==> config.mk <==
export PLATFORM = sky130hd
export DESIGN_NAME = ep_rx_buf_ctrl
export DESIGN_NICKNAME = d
export VERILOG_FILES = /design/src/rtl/ep_rx_pkg.sv /design/src/rtl/ep_rx_slots.sv /design/src/rtl/ep_rx_fsm.sv /design/src/rtl/ep_rx_buf_ctrl.sv
export SDC_FILE = /design/constraint.sdc
export NUM_CORES = 1
export LEC_CHECK = 0
export BUFFER_PORTS_ARGS = -buffer_cell sky130_fd_sc_hd__buf_2
export CELL_PAD_IN_SITES_DETAIL_PLACEMENT = 2
export CELL_PAD_IN_SITES_GLOBAL_PLACEMENT = 2
export CORE_MARGIN = 5
export CORE_UTILIZATION = 25
export CTS_CLUSTER_SIZE = 8
export DETAILED_ROUTE_END_ITERATION = 8
export GPL_TIMING_DRIVEN = 0
export PLACE_DENSITY = 0.6
export REMOVE_ABC_BUFFERS = 1
export SLEW_MARGIN = 20
export SYNTH_ARGS = -nofsm -noshare
export SYNTH_HDL_FRONTEND = slang
export SYNTH_SLANG_ARGS = --single-unit
==> constraint.sdc <==
create_clock -name clk -period 2.4 [get_ports clk]
set_input_delay 0.12 -clock clk [delete_from_list [all_inputs] [get_ports clk]]
set_output_delay 0.12 -clock clk [all_outputs]
set_load 0.02 [all_outputs]
==> src/rtl/ep_rx_pkg.sv <==
package ep_rx_pkg;
    typedef enum logic [1:0] {
        ST_EMPTY  = 2'd0,
        ST_ONE    = 2'd1,
        ST_TWO    = 2'd2,
        ST_RELOAD = 2'd3
    } rxq_state_e;
endpackage

==> src/rtl/ep_rx_slots.sv <==
// Length storage for the queued packets, written in arrival order.
module ep_rx_slots #(
    parameter int LEN_W = 7,
    parameter int NSLOT = 2
) (
    input  logic             clk,
    input  logic             rst_n,
    input  logic             clr,
    input  logic             push,
    input  logic             pop,
    input  logic [LEN_W-1:0] wr_len,
    output logic [LEN_W-1:0] head_len
);
    localparam int PW = (NSLOT > 1) ? $clog2(NSLOT) : 1;

    logic [PW-1:0]    wr_ptr, rd_ptr;
    logic [LEN_W-1:0] slot_q [NSLOT];

    function automatic logic [PW-1:0] nxt(input logic [PW-1:0] p);
        return (p == PW'(NSLOT - 1)) ? '0 : p + 1'b1;
    endfunction

    always_ff @(posedge clk or negedge rst_n) begin
        if (!rst_n) begin
            wr_ptr <= '0;
            rd_ptr <= '0;
        end else if (clr) begin
            wr_ptr <= '0;
            rd_ptr <= '0;
        end else begin
            if (push) wr_ptr <= nxt(wr_ptr);
            if (pop)  rd_ptr <= nxt(rd_ptr);
        end
    end

    for (genvar g = 0; g < NSLOT; g++) begin : g_slot
        always_ff @(posedge clk or negedge rst_n) begin
            if (!rst_n)
                slot_q[g] <= '0;
            else if (push && !clr && wr_ptr == PW'(g))
                slot_q[g] <= wr_len;
        end
    end

    assign head_len = slot_q[rd_ptr];
endmodule

==> src/rtl/ep_rx_fsm.sv <==
// Occupancy state machine: flags, NAK, interrupt and slot strobes.
module ep_rx_fsm
    import ep_rx_pkg::*;
(
    input  logic       clk,
    input  logic       rst_n,
    input  logic       flush,
    input  logic       commit,
    input  logic       pop_req,
    input  logic       dbl_ok,
    output logic       push,
    output logic       pop,
    output logic       rdy,
    output logic       full,
    output logic       nak,
    output logic       irq
);
    rxq_state_e state_q, state_d;
    logic       accept;
    logic       irq_d;

    // NAK decision depends only on the current state and mode.
    always_comb begin
        unique case (state_q)
            ST_EMPTY:  nak = 1'b0;
            ST_ONE:    nak = !dbl_ok;
            ST_TWO:    nak = 1'b1;
            ST_RELOAD: nak = 1'b1;
            default:   nak = 1'b1;
        endcase
    end

    assign accept = commit && !nak && !flush;

    // Next-state logic.
    always_comb begin
        state_d = state_q;
        irq_d   = 1'b0;
        pop     = 1'b0;
        unique case (state_q)
            ST_EMPTY: begin
                if (accept) begin
                    state_d = ST_ONE;
                    irq_d   = 1'b1;
                end
            end
            ST_ONE: begin
                if (pop_req) begin
                    pop     = 1'b1;
                    state_d = accept ? ST_RELOAD : ST_EMPTY;
                end else if (accept) begin
                    state_d = ST_TWO;
                end
            end
            ST_TWO: begin
                if (pop_req) begin
                    pop     = 1'b1;
                    state_d = ST_RELOAD;
                end
            end
            ST_RELOAD: begin
                state_d = ST_ONE;
                irq_d   = 1'b1;
            end
            default: state_d = ST_EMPTY;
        endcase
        if (flush) begin
            state_d = ST_EMPTY;
            irq_d   = 1'b0;
            pop     = 1'b0;
        end
    end

    assign push = accept;

    // State register.
    always_ff @(posedge clk or negedge rst_n) begin
        if (!rst_n) begin
            state_q <= ST_EMPTY;
            irq     <= 1'b0;
        end else begin
            state_q <= state_d;
            irq     <= irq_d;
        end
    end

    // Flag outputs.
    always_comb begin
        unique case (state_q)
            ST_EMPTY:  begin rdy = 1'b0; full = 1'b0; end
            ST_ONE:    begin rdy = 1'b1; full = 1'b0; end
            ST_TWO:    begin rdy = 1'b1; full = 1'b1; end
            ST_RELOAD: begin rdy = 1'b0; full = 1'b0; end
            default:   begin rdy = 1'b0; full = 1'b0; end
        endcase
    end
endmodule

==> src/rtl/ep_rx_buf_ctrl.sv <==
module ep_rx_buf_ctrl #(
    parameter int MAX_PKT    = 64,
    parameter int FIFO_BYTES = 128,
    parameter int LEN_W      = $clog2(MAX_PKT + 1)
) (
    input  logic             clk,
    input  logic             rst_n,
    input  logic             flush,
    input  logic             pkt_commit,
    input  logic [LEN_W-1:0] pkt_len,
    input  logic             cpu_unload,
    input  logic             cpu_clr_ready,
    input  logic             autoclr_en,
    input  logic             dbl_dis_we,
    input  logic             dbl_dis_d,
    output logic             dbl_dis,
    output logic             rx_ready,
    output logic             rx_full,
    output logic             rx_irq,
    output logic             nak,
    output logic [LEN_W-1:0] head_len
);
    localparam bit DBL_CAPABLE = (FIFO_BYTES >= 2 * MAX_PKT);
    localparam int NSLOT       = DBL_CAPABLE ? 2 : 1;

    logic dbl_dis_q;
    logic dbl_ok;
    logic auto_hit;
    logic pop_req;
    logic push, pop;

    always_ff @(posedge clk or negedge rst_n) begin
        if (!rst_n)          dbl_dis_q <= 1'b1;
        else if (dbl_dis_we) dbl_dis_q <= dbl_dis_d;
    end

    assign dbl_dis  = dbl_dis_q;
    assign dbl_ok   = DBL_CAPABLE && !dbl_dis_q;
    assign auto_hit = cpu_unload && autoclr_en && (head_len == LEN_W'(MAX_PKT));
    assign pop_req  = cpu_clr_ready || auto_hit;

    ep_rx_fsm u_fsm (
        .clk     (clk),
        .rst_n   (rst_n),
        .flush   (flush),
        .commit  (pkt_commit),
        .pop_req (pop_req),
        .dbl_ok  (dbl_ok),
        .push    (push),
        .pop     (pop),
        .rdy     (rx_ready),
        .full    (rx_full),
        .nak     (nak),
        .irq     (rx_irq)
    );

    ep_rx_slots #(
        .LEN_W (LEN_W),
        .NSLOT (NSLOT)
    ) u_slots (
        .clk      (clk),
        .rst_n    (rst_n),
        .clr      (flush),
        .push     (push),
        .pop      (pop),
        .wr_len   (pkt_len),
        .head_len (head_len)
    );
endmodule

* Yosys cells after proc, flatten, opt, wreduce, memory -nomap -nowiden
Cells that the tools add are included.
Storage, ports and cells: logic and storage cells 62, register bits 20
Operators by class: bitwise logic cells 2, equal/unequal tests 7, order comparisons 1, add/sub/neg operators 2, muxes and demuxes 25, reduce and logical (&&, ||, !) cells 18
Operator list (number):
- $mux W7 | 3
- $mux W2 | 6
- $mux W1 | 11
- $pmux W2 S4 | 1
- $eq A7 B7 Y1 const B | 1
- $logic_and A1 B1 Y1 | 7
- $pmux W1 S2 | 3
- $reduce_or A2 Y1 | 3
- $eq A2 B2 Y1 const B | 2
- $ne A4 B3 Y1 const B | 1
- $reduce_bool A2 Y1 | 2
- $ne A3 B2 Y1 const B | 1
- $ne A3 B3 Y1 const B | 1
- $pmux W1 S3 | 1
- $reduce_and A3 Y1 | 1
- $reduce_or A3 Y1 | 1
- $add A1 B1 Y1 const B | 2
- $eq A2 B1 Y1 const B | 1
- $ge A2 B2 Y1 const B | 1
- $logic_not A1 Y1 | 2
- $logic_not A2 Y1 | 1
- $not A1 Y2 | 1
- $logic_or A1 B1 Y1 | 1
- $not A1 Y1 | 1

* Longest topological paths before layout
Gate-level depths: netlist of the first run.
depth in word-level cells 12, gate-level depth with buffers 7, gate-level depth less buffers 7

* By module
A second synthesis of the first run with hierarchy kept.
Unflattened totals: cells, all modules 85, area, all modules 1071.0 sq um
By module, submodules not included:
- ep_rx_slots | times used 1, cells each 44, seq. area each 400.4 sq um, area an instance 696.9 sq um
- ep_rx_fsm | times used 1, cells each 34, seq. area each 75.1 sq um, area an instance 305.3 sq um
- ep_rx_buf_ctrl | times used 1, cells each 7, seq. area each 26.3 sq um, area an instance 68.8 sq um

* Worst setup path before layout of the first run
Ideal clock, no wire load.
path kind reg2reg, start register u_fsm.state_q[0], end register u_slots.slot_q[10] (netlist name), arrival 1845 ps, cell stages (with the launch flop) 8, library setup time 125 ps, setup slack 430 ps, clock period less this slack 1970 ps, cell sequence dfrtp_1 > inv_1 > ha_1 > a211oi_4 > o21ai_2 > or3_1 > buf_6 > mux2_4
On the way: cells in the longest elaborated chain, start to end 8, elaborated cells between the ends (all ways) 11, those cells by class 3 x eq/ne; 1 x mux; 7 x reduce/logical
RTL lines:
- from (decl) | line ep_rx_fsm.sv:18 | rxq_state_e state_q, state_d;
- from (signal assigned) | line ep_rx_fsm.sv:82 | state_q <= state_d;
- $eq A2 B2 Y1 | line ep_rx_fsm.sv:24 | unique case (state_q)
- $reduce_or A2 Y1 (no source line)
- $pmux W1 S3 (*) | line ep_rx_fsm.sv:24
- $logic_not A1 Y1 (*) | line ep_rx_fsm.sv:33 | assign accept = commit && !nak && !flush;
- $logic_and A1 B1 Y1 (*) (2 in series) | line ep_rx_fsm.sv:33
- $logic_and A1 B1 Y1 (*) (2 in series) | line ep_rx_slots.sv:40 | else if (push && !clr && wr_ptr == PW'(g))
- to (signal, indexed assignment) | line ep_rx_slots.sv:41 | slot_q[g] <= wr_len;
- to (decl) | line ep_rx_slots.sv:17 | logic [LEN_W-1:0] slot_q [NSLOT];
Mark *: on every way between the ends. The rest lies on a longest branch, timed or not. A chain may end at the register's enable or synchronous reset.

* Worst setup path in the final report of the first run
start register u_fsm.state_q[1], end register u_fsm.state_q[1]
On the way: cells in the longest elaborated chain, start to end 10, elaborated cells between the ends (all ways) 17, those cells by class 6 x eq/ne; 5 x mux; 6 x reduce/logical
RTL lines:
- $eq A2 B2 Y1 | line ep_rx_fsm.sv:24, ep_rx_fsm.sv:40
- $reduce_or A2 Y1 (no source line)
- $pmux W1 S3 | line ep_rx_fsm.sv:24
- $logic_not A1 Y1 | line ep_rx_fsm.sv:33
- $logic_and A1 B1 Y1 (2 in series) | line ep_rx_fsm.sv:33
- $mux W2 | line ep_rx_fsm.sv:50 | state_d = accept ? ST_RELOAD : ST_EMPTY;
- $mux W2 | line ep_rx_fsm.sv:48 | if (pop_req) begin
- $pmux W2 S4 | line ep_rx_fsm.sv:40 | unique case (state_q)
- $mux W2 | line ep_rx_fsm.sv:67 | if (flush) begin
Several ways; a longest one is shown, not always the timed one.

==> reports/metrics.csv, run 1 <==
stage,metric,value,unit
cells_and_area,Final Util,0.3044,
timing,Fin Clk Skew,0.005309,ns
synthesis,Yosys warnings,0,
timing,Final Hold Fails,0,
detailed_routing,WL/cell,16.98,µm
status,outcome,finished clean,
clock_tree,Clock Path Buffers,2,
synthesis,top_reg_cell synth,dfrtp_1,
synthesis,compound-gate portion of the synthesized area,0.1546,
timing,fin crit period,2.139,ns
synthesis,"top cells by area, synth","dfrtp_1 (40%), mux2_4 (8.8%), mux2_1 (6.6%)",
critical_path,element type at the critical path start,flip-flop,
cells_and_area,share of cells above drive strength 1,0.4173,
floorplanning,row count,25,
power_and_ir_drop,leak pwr,0.6678,nW
detailed_routing,Detail Route Antenna Nets,0,
global_routing,met3 Use GR,0.02494,
global_routing,routing usage on met1,0.1211,
synthesis,mean post-synth cell area,12.14,µm²
synthesis,Synth top area share,0.3996,
power_and_ir_drop,Max VDD drop,0.0005763,V
global_routing,gr ovfl total,0,
critical_path,"Req. time, crit path",2.55,ns
cells_and_area,area grow syn2layout,19.24,%
run,Max Cap Viol,0,
timing,Final TNS setup,0,ns
detailed_routing,DR pass1 iterations,4,
global_routing,largest net degree at the start of global routing,21,
placement,Port Buffer Count,27,
synthesis,Synth async-reset ratio,1.000,
clock_tree,H-tree Lvls,1,
detailed_routing,Vias/cell,4.895,
synthesis,Post-Synth Adder-Cell Area,0.05258,
power_and_ir_drop,power density cells,1268,nW/µm²
synthesis,xor/xnor share of the synthesized area,0.007361,
detailed_routing,DRC violation total after the first TritonRoute iteration,24,
timing,# setup viols final,0,
detailed_routing,DR vias,886,
timing,Worst slew margin,0.6754,
timing,RSZ-0062 raised after global routing,false,
synthesis,leading area contributor after synthesis,dfrtp_1,
synthesis,mux share of post-synthesis cell area,0.2292,
global_routing,met2 GRT Util,0.1944,
detailed_routing,total wire length,3.073,mm
global_routing,global-route usage over all layers,0.1062,
cells_and_area,"most common cell after layout, fill and taps aside",buf_2,
cells_and_area,ANT cells,0,
synthesis,Post-synth EDFFs,0,
placement,Post-DP HPWL,2.426,mm
timing,"Slew Viols, Final",0,
critical_path,crit end category,flip-flop,
critical_path,Worst Path Max Fanout,6,
floorplanning,# IOs,28,
timing,worst slew pin tran,0.4869,ns
timing,"Period Utilization, post-route",0.8915,
clock_tree,Clock Pin Slew Worst Setup and Hold Paths,0.08,ns
synthesis,#FFs+latches synth,20,
clock_tree,Post-CTS Setup Bufs,0,
critical_path,Setup Crit Path Kind,reg -> reg,
synthesis,Mapped Area,1190,µm²
timing,fmax,467.4,MHz
synthesis,Netlist cell types,38,
clock_tree,TritonCTS clock tree,built,
clock_tree,Skew-Pair Late Insertion Delay,0.25,ns
detailed_routing,DRC viols,0,
floorplanning,Initial Util,0.2553,
hold_path,Hold Crit Class,in -> reg,
global_routing,vias in the first global route,1096,
clock_tree,Root Buffer Master,clkbuf_8,
floorplanning,Die W,78.99,µm
placement,GP Congestion,0.7387,
floorplanning,Placeable Area,4661,µm²
clock_tree,CTS sink cnt,20,
global_routing,busiest grt layer,met2,
cells_and_area,Post-layout nets,149,
global_routing,first-pass GRT wire length,5.216,mm
cells_and_area,most frequent cells in the layout,"buf_2 (27), dfrtp_1 (19), mux2_2 (7), mux2_4 (7), mux2_1 (7)",
synthesis,simple-gate portion of the synthesized area,0.08728,
floorplanning,full die area,6239,µm²
global_routing,initial antenna violation count,0,
synthesis,largest family of logic cells by synthesized area,multiplexers,
synthesis,Mapped Cells,98,
synthesis,register area share after synthesis,0.4217,
clock_tree,CTS Buf Count,3,
critical_path,crit path DAT,2.29,ns
floorplanning,die height,78.99,µm
[report_power, final]
| part | internal [W] | switching, W |
|---|---|---|
| logic | 0.000444 | 0.000511 |
| clock network | 0.000118 | 0.000108 |
| registers | 0.000483 | 0.000135 |
| total | 0.00105 | 0.000754 |
[per-stage QoR]
stage,instance area [µm²],hold WS (ns),worst slack (ns),total power (W),instances
after CTS,1414,0.08852,0.1071,0.001833,181
after global placement,1359,0.1039,0.1963,0.001534,176
after floorplan,1156,-0.1756,0.3650,0.001290,95
after global routing,1419,0.09364,0.1127,0.001944,181
after detailed placement,1359,0.1040,0.1249,0.001596,176
final,1419,0.09139,0.2605,0.001799,181
[flip-flops by register name (all words and copies together), names as in the netlist]
signal          flops
u_slots.wr_ptr      1
u_slots.slot_q     14
u_fsm.irq           1
dbl_dis             1
u_slots.rd_ptr      1
u_fsm.state_q       2
[routing by layer]
| metal | vias up | routed length [µm] |
|---|---|---|
| li1 | 416 | - |
| met1 | 450 | 1336 |
| met2 | 18 | 1590 |
| met3 | 2 | 134 |
| met4 | 0 | 12 |
| met5 | - | 0 |
[cell families (layout without fill, tap and decap cells)]
family | count (synthesis) | in the layout
adder cells (fa/ha/maj) | 5 | 5
XOR/XNOR | 1 | 1
AO/OA/AOI/OAI | 22 | 22
buffers and inverters | 9 | 38
flip-flops | 20 | 20
multiplexers | 22 | 22
AND/OR/NAND/NOR | 19 | 19
[synthesized netlist by cell type (2+ instances only)]
library cell / count
dfrtp_1: 19
inv_1: 6
nor3_1: 2
mux2_4: 7
a21oi_1: 6
or3_1: 3
nor2_1: 5
ha_1: 5
mux2_2: 7
buf_6: 3
nand2_1: 2
mux2_1: 7
[worst paths after layout]
check                             startpoint  slack (ns)  depth (start not counted)           endpoint
max                         u_fsm.state_q[1]        0.26                          7   u_fsm.state_q[1]
min                               pkt_len[5]        0.09                          2  u_slots.slot_q[5]
max reg2reg                 u_fsm.state_q[1]        0.26                          7   u_fsm.state_q[1]
min reg2reg                u_slots.slot_q[5]        0.51                          1  u_slots.slot_q[5]
max in group asynchronous              rst_n        1.69                          2            dbl_dis
min in group asynchronous              rst_n        0.36                          2  u_slots.slot_q[3]
[critical path: stages (launching register included)]
cell and delay, ns:
dfrtp_1 0.41, inv_1 0.12, ha_1 0.30, a211oi_4 0.32
a21oi_1 0.22, or3_1 0.37, o41a_1 0.13, and2_1 0.17
[timing repair]
action                     CTS  global route
hold buffers                 1             0
gates resized for setup      0             1
setup endpoints to repair    0             7
hold endpoints to repair    19             0
[area by class of cell]
cell class / instances / area, µm²
fillers: 518 / 3242
multi-input cells: 69 / 636.9
flip-flops and latches: 20 / 501.7
repair buffers: 28 / 145.1
well taps: 54 / 67.56
clock buffers: 4 / 45.04
inverters: 6 / 22.52
Note: power is estimated with default switching activity, not from simulation.
==> run 2, diff against run 1 <==
- ABC_AREA: not set -> 1
- PLACE_DENSITY: 0.6 -> 0.69
==> run 2 against run 1 <==
Compared with the run above:
- via count is 21% higher
- clock skew down 0.0020 ns
- sequential power fell by 10%
- register-to-register slack better by 0.25 ns
- critical path depth rose by 3
- wire length is 5.0% higher
- power is 11% lower
- clock-buffer cell count decreased by 1
- first-iteration DRC count increased by 33%
==> reports/metrics.csv, run 2 <==
stage,metric,value,unit,change
global_routing,first-pass GRT wire length,5.547,mm,+6.3%
critical_path,Worst setup startpoint,u_fsm.state_q[0],,
floorplanning,Placeable Area,4629,µm²,-0.67%
clock_tree,Skew-Pair Late Insertion Delay,0.26,ns,about the same
timing,RSZ-0062 raised after global routing,false,,
synthesis,Synth async-reset ratio,1.000,,unchanged
cells_and_area,Final Util,0.3095,,+0.005029
critical_path,Reg2Reg Depth,10,,+3
run,Max Cap Viol,0,,unchanged
critical_path,Worst Path Max Fanout,15,,+9
clock_tree,H-tree Lvls,1,,unchanged
timing,Final Hold Fails,0,,unchanged
detailed_routing,DR pass1 iterations,4,,unchanged
synthesis,top_reg_cell synth,dfrtp_1,,
hold_path,hold path cells,2,,unchanged
global_routing,global-route usage over all layers,0.1124,,+0.006255
synthesis,Mapped Cells,161,,+64%
cells_and_area,ANT cells,0,,unchanged
synthesis,register area share after synthesis,0.4280,,+0.006300
floorplanning,die height,78.48,µm,-0.65%
detailed_routing,DRC violation total after the first TritonRoute iteration,32,,+33%
synthesis,#FFs+latches synth,20,,unchanged
synthesis,leading area contributor after synthesis,dfrtp_1,,
critical_path,RR Endpoint,u_slots.slot_q[9],,
floorplanning,Initial Util,0.2532,,-0.002059
floorplanning,Die W,78.48,µm,-0.65%
timing,Fin Clk Skew,0.003261,ns,-0.002048 ns
synthesis,"top cells by area, synth","dfrtp_1 (41%), nand2_1 (17%), inv_1 (12%)",,
cells_and_area,Biggest register,u_slots.slot_q,,
global_routing,met3 Use GR,0.01147,,-0.01348
clock_tree,CTS Buf Count,3,,unchanged
timing,fin crit period,1.885,ns,-0.2544 ns
clock_tree,Root Buffer Master,clkbuf_8,,
status,outcome,finished clean,,
critical_path,Worst Path Buf+Inv,2,,+1
critical_path,critical path's slowest cell,dfrtp_1,,
clock_tree,post-CTS sizing,0,,unchanged
global_routing,routing usage on met1,0.1258,,+0.004664
floorplanning,row count,25,,unchanged
critical_path,"setup slack, reg-to-reg",0.51,ns,+0.25 ns
detailed_routing,WL/cell,13.23,µm,-22%
synthesis,"count leader, synth",nand2_1,,
timing,fmax,530.5,MHz,+13%
hold_path,hold endpoint,u_fsm.irq,,
global_routing,busiest grt layer,met2,,
clock_tree,Clock Pin Slew Worst Setup and Hold Paths,0.08,ns,about the same
clock_tree,TritonCTS clock tree,built,,
placement,Post-DP HPWL,2.570,mm,+5.9%
timing,Final TNS setup,0,ns,unchanged
timing,"Slew Viols, Final",0,,unchanged
cells_and_area,Largest register FFs,14,,unchanged
timing,Worst slew margin,0.6667,,-0.008678
floorplanning,full die area,6159,µm²,-1.3%
critical_path,Critical Path Max Stage Delay,0.42,ns,about the same
global_routing,gr ovfl total,0,,unchanged
synthesis,Netlist cell types,22,,-42%
cells_and_area,area grow syn2layout,22.20,%,
detailed_routing,DRC viols,0,,unchanged
critical_path,crit-path cells,inv_1 -> ha_1 -> nor2_1 -> nand2_1 -> nand2_1 -> nand3_1 -> inv_2 -> nand2_2 -> nand2_1 -> o21ai_0,,
power_and_ir_drop,Pwr Total,0.001598,W,-11%
detailed_routing,Detail Route Antenna Nets,0,,unchanged
critical_path,Worst R2R Start,u_fsm.state_q[0],,
critical_path,crit path DAT,2.02,ns,-0.27 ns
power_and_ir_drop,leak pwr,0.8432,nW,+26%
timing,# setup viols final,0,,unchanged
global_routing,largest net degree at the start of global routing,21,,unchanged
global_routing,vias in the first global route,1235,,+13%
critical_path,Setup Crit Path Kind,reg -> reg,,
cells_and_area,Largest regs,"u_slots.slot_q x14, u_fsm.state_q x2",,
placement,Port Buffer Count,27,,unchanged
cells_and_area,Post-layout nets,212,,+42%
critical_path,element type at the critical path start,flip-flop,,
clock_tree,Clock Path Buffers,2,,unchanged
synthesis,Post-synth EDFFs,0,,unchanged
synthesis,Mapped Area,1172,µm²,-1.5%
placement,"worst slack, placed",0.5064,ns,+0.3815 ns
cells_and_area,"most common cell after layout, fill and taps aside",nand2_1,,
cells_and_area,most frequent cells in the layout,"nand2_1 (52), inv_1 (36), buf_2 (27)",,
timing,worst setup margin,0.5150,ns,+0.2544 ns
detailed_routing,total wire length,3.227,mm,+5.0%
detailed_routing,DR vias,1068,,+21%
floorplanning,# IOs,28,,unchanged
synthesis,mean post-synth cell area,7.282,µm²,-40%
hold_path,Hold Crit Start,flush,,
cells_and_area,share of cells above drive strength 1,0.2421,,-0.1752
timing,"Period Utilization, post-route",0.7854,,-0.1060
critical_path,CP most frequent cell,nand2_1,,
timing,worst slew pin tran,0.5000,ns,+0.01302 ns
global_routing,met2 GRT Util,0.2166,,+0.02217
synthesis,Yosys warnings,0,,unchanged
detailed_routing,Vias/cell,4.377,,-11%
global_routing,initial antenna violation count,0,,unchanged
hold_path,Hold Crit Class,in -> reg,,
critical_path,"Req. time, crit path",2.54,ns,about the same
clock_tree,CTS sink cnt,20,,unchanged
synthesis,Synth top area share,0.4055,,+0.005970
synthesis,Post-synth top cells,"nand2_1 (52), inv_1 (36), dfrtp_1 (19)",,
power_and_ir_drop,Max VDD drop,0.0002831,V,-51%
critical_path,crit end category,flip-flop,,
power_and_ir_drop,power density cells,1115,nW/µm²,-12%
critical_path,CP top delay family,simple AND/OR/NAND/NOR gates,,
placement,GP Congestion,0.7146,,-3.3%
## run 2: cell count changes in the layout (fill, tap and decap cells not counted), sizes merged, moves of 2 or more
cell / delta
nand2: +57
inv: +32
mux2: -20
o21ai: +14
nand3: +5
a21oi: -3
or3: -3
nor2: +2
nor3: -2
o21a: -2
## run 2: metal layers
| metal | wire [µm] | up-vias |
|---|---|---|
| met3 | 76 | 5 |
| met1 | 1403 | 513 |
| met5 | 0 | - |
| li1 | - | 534 |
| met2 | 1692 | 16 |
| met4 | 54 | 0 |
## run 2: repair_timing
item	in CTS	in global routing
setup buffers	0	0
hold endpoints to repair	19	0
hold buffers	1	0
## run 2: worst register-to-register path: cells and delay by family (launching register included)
family,cells,cell delay [ns]
adder cells (fa/ha/maj),1,0.27
flip-flops,1,0.42
AND/OR/NAND/NOR,6,0.77
buffers and inverters,2,0.22
AO/OA/AOI/OAI,1,0.09
## run 2: cell families after synthesis
group | Yosys count | share of synthesized area
AND/OR/NAND/NOR | 73 | 0.2657
buffers and inverters | 41 | 0.1483
multiplexers | 1 | 0.009604
AO/OA/AOI/OAI | 21 | 0.09499
adder cells (fa/ha/maj) | 5 | 0.05336
flip-flops | 20 | 0.4280
## run 2: layout make-up
type	instances	area (µm²)
Timing Repair Buffer	28	145.1
Fill cell	574	3197
Multi-Input combinational cell	100	496.7
Clock buffer	3	41.29
Sequential cell	20	501.7
Tap cell	54	67.56
Inverter	38	150.1
Clock inverter	1	30.03
## run 2: worst max path at each step
| stage | endpoint | slack [ns] | cells past startpoint |
|---|---|---|---|
| 2_1_floorplan | u_fsm.state_q[0] | 0.81 | 11 |
| 3_3_place_gp | u_slots.slot_q[10] | 0.66 | 10 |
| 3_5_place_dp | u_slots.slot_q[9] | 0.51 | 10 |
| 4_1_cts | u_slots.slot_q[9] | 0.48 | 10 |
| 5_1_grt | u_slots.slot_q[9] | 0.34 | 10 |
| 6_report | u_slots.slot_q[9] | 0.51 | 10 |
## run 2: through the flow
stage | hold WS (ns) | cells | area (µm²)
3_5_place_dp | 0.1122 | 239 | 1351
4_1_cts | 0.05461 | 244 | 1433
2_1_floorplan | -0.1756 | 158 | 1149
6_report | 0.05310 | 244 | 1433
3_3_place_gp | 0.1004 | 239 | 1351
5_1_grt | 0.05258 | 244 | 1433
## run 2: power by group
group	total (W)	leakage [nW]	internal [W]	switching, W
combinational	0.000703	0.556	0.000240	0.000462
clock	0.000341	0.0357	0.000223	0.000119
sequential	0.000554	0.251	0.000458	0.0000958
total	0.00160	0.843	0.000921	0.000677
==> run 3, diff against run 2 <==
- clock period: 2.4 -> 1.9 ns (I/O delays scaled with it)
==> run 3 against run 2 <==
Compared with the run above:
- global-route usage about the same
- cell area up 3.1%
- critical endpoint is now u_fsm.irq
- first-iteration DRC count up 3.1%
- register-to-register slack worse by 0.45 ns
- wire length up 3.3%
==> reports/metrics.csv, run 3 (same netlist as run 2, synthesis figures left out) <==
stage,metric,value,unit,change
status,outcome,finished clean,,
detailed_routing,WL/cell,13.56,µm,+2.5%
timing,fmax,546.3,MHz,+3.0%
power_and_ir_drop,Pwr Total,0.002061,W,+29%
power_and_ir_drop,leak pwr,0.8664,nW,+2.8%
placement,Post-DP HPWL,2.570,mm,unchanged
clock_tree,Skew-Pair Late Insertion Delay,0.26,ns,about the same
hold_path,Hold Crit Class,in -> reg,,
power_and_ir_drop,Sw Share,0.4242,,+0.0007072
cells_and_area,share of cells above drive strength 1,0.2656,,+0.02352
cells_and_area,ANT cells,0,,unchanged
timing,Final TNS setup,0,ns,unchanged
power_and_ir_drop,internal power,0.001186,W,+29%
critical_path,crit path DAT,2.00,ns,-0.02 ns
clock_tree,Root Buffer Master,clkbuf_8,,
critical_path,"Req. time, crit path",2.07,ns,-0.47 ns
power_and_ir_drop,power density cells,1394,nW/µm²,+25%
power_and_ir_drop,Sequential Power Share,0.341,,-0.006
critical_path,crit end category,flip-flop,,
cells_and_area,most frequent cells in the layout,"nand2_1 (52), inv_1 (36), buf_2 (27)",,
detailed_routing,Vias/cell,4.366,,-0.26%
timing,fin crit period,1.830,ns,-0.05457 ns
timing,# setup viols final,0,,unchanged
clock_tree,Clock Path Buffers,2,,unchanged
floorplanning,die height,78.48,µm,unchanged
global_routing,vias in the first global route,1237,,+0.16%
timing,Final Hold Fails,0,,unchanged
clock_tree,CTS sink cnt,20,,unchanged
cells_and_area,Post-layout nets,214,,+0.94%
global_routing,first-pass GRT wire length,5.561,mm,+0.25%
placement,Port Buffer Count,27,,unchanged
clock_tree,TritonCTS clock tree,built,,
timing,Fin Clk Skew,0.001616,ns,-0.001645 ns
detailed_routing,DR pass1 iterations,4,,unchanged
clock_tree,CTS Buf Count,3,,unchanged
global_routing,initial antenna violation count,0,,unchanged
placement,Post-DP Area,1351,µm²,unchanged
detailed_routing,DRC violation total after the first TritonRoute iteration,33,,+3.1%
floorplanning,Placeable Area,4629,µm²,unchanged
power_and_ir_drop,switching pwr,0.0008741,W,+29%
timing,"Period Utilization, post-route",0.9634,,+0.1780
timing,worst slew pin tran,0.5047,ns,+0.004751 ns
cells_and_area,Biggest register,u_slots.slot_q,,
detailed_routing,Detail Route Antenna Nets,0,,unchanged
detailed_routing,DR vias,1074,,+0.56%
floorplanning,Die W,78.48,µm,unchanged
timing,"Slew Viols, Final",0,,unchanged
power_and_ir_drop,clock power share,0.208,,-0.006
clock_tree,Clock Pin Slew Worst Setup and Hold Paths,0.08,ns,about the same
global_routing,largest net degree at the start of global routing,21,,unchanged
timing,worst hold slack,0.03208,ns,-0.02102 ns
floorplanning,full die area,6159,µm²,unchanged
global_routing,gr ovfl total,0,,unchanged
cells_and_area,Largest regs,"u_slots.slot_q x14, u_fsm.state_q x2",,
critical_path,Setup Crit Path Kind,reg -> reg,,
placement,GP Congestion,0.7146,,unchanged
cells_and_area,"most common cell after layout, fill and taps aside",nand2_1,,
run,Max Cap Viol,0,,unchanged
power_and_ir_drop,combinational group share of total power,0.451,,+0.011
floorplanning,# IOs,28,,unchanged
floorplanning,row count,25,,unchanged
floorplanning,Initial Util,0.2532,,unchanged
critical_path,Worst Path Max Fanout,4,,-11
cells_and_area,"Design Area, Final",1478,µm²,+3.1%
cells_and_area,Largest register FFs,14,,unchanged
detailed_routing,total wire length,3.335,mm,+3.3%
clock_tree,H-tree Lvls,1,,unchanged
cells_and_area,area grow syn2layout,26.04,%,
timing,Worst slew margin,0.6635,,-0.003167
power_and_ir_drop,Max VDD drop,0.0003585,V,+27%
critical_path,element type at the critical path start,flip-flop,,
global_routing,global-route usage over all layers,0.1127,,+0.0002413
detailed_routing,DRC viols,0,,unchanged
[run 3: changes by cell type in the layout (fill, tap and decap cells not counted)]
cell     delta
a21oi_1     -1
a21oi_2     +1
buf_4       +2
ha_1        -1
ha_2        +1
nand2_2     -2
nand2_4     +1
nand2_8     +1
nand3_1     -1
nand3_2     +1
o21ai_0     -1
o21ai_1     +1
[run 3: final timing paths]
| kind | cells past startpoint | startpoint | to | slack [ns] |
|---|---|---|---|---|
| max | 10 | u_fsm.state_q[0] | u_fsm.irq | 0.07 |
| min | 2 | flush | u_fsm.irq | 0.03 |
| max reg2reg | 10 | u_fsm.state_q[0] | u_fsm.irq | 0.07 |
| max in group asynchronous | 2 | rst_n | dbl_dis | 1.25 |
| min reg2reg | 2 | u_slots.slot_q[10] | u_slots.slot_q[10] | 0.50 |
| min in group asynchronous | 2 | rst_n | u_slots.slot_q[12] | 0.31 |
[run 3: through the flow]
step | worst slack [ns] | instances | util
after detailed placement | 0.006438 | 239 | 0.2919
after global routing | -0.04057 | 246 | 0.3192
after floorplan | 0.3062 | 158 | -
after global placement | 0.1573 | 239 | 0.2919
after CTS | 0.03116 | 244 | 0.3116
final | 0.06953 | 246 | 0.3192
[run 3: power groups by stage]
stage          Combinational, W  Sequential [W]  Clock, W
2_1_floorplan          0.000623        0.000677         0
3_3_place_gp           0.000855        0.000693         0
3_5_place_dp           0.000901        0.000712         0
4_1_cts                0.000918        0.000705  0.000443
5_1_grt                 0.00106        0.000724  0.000469
6_report               0.000929        0.000703  0.000428
[run 3: what timing repair did]
item,in CTS,in global routing
resized for setup,2,5
buffers inserted,0,2
endpoints found under the hold margin,19,0
setup endpoints to repair,1,12
hold buffers,1,0
[run 3: per-layer routing]
layer	GRT usage	part of all wire	vias up
met5	0	0	-
li1	-	-	538
met4	0.04196	0.0087	0
met1	0.1258	0.44	523
met2	0.2175	0.54	11
met3	0.01147	0.016	2
[run 3: critical path, stage by stage, from the launching register on]
cell and delay, ns:
dfrtp_1 0.43, buf_4 0.16, ha_1 0.21, nor2_1 0.11, nand2_1 0.06, nand2_1 0.14
nand3_2 0.12, inv_2 0.16, buf_4 0.13, nand2_1 0.04, a211oi_1 0.18
[run 3: final cells by class]
| class | count | area (µm²) |
|---|---|---|
| inverter | 38 | 150.1 |
| clock inverter | 1 | 30.03 |
| fill | 568 | 3152 |
| sequential | 20 | 501.7 |
| tap | 54 | 67.56 |
| multi-input combinational | 100 | 526.8 |
| clock buffer | 3 | 41.29 |
| timing repair buffer | 30 | 160.2 |
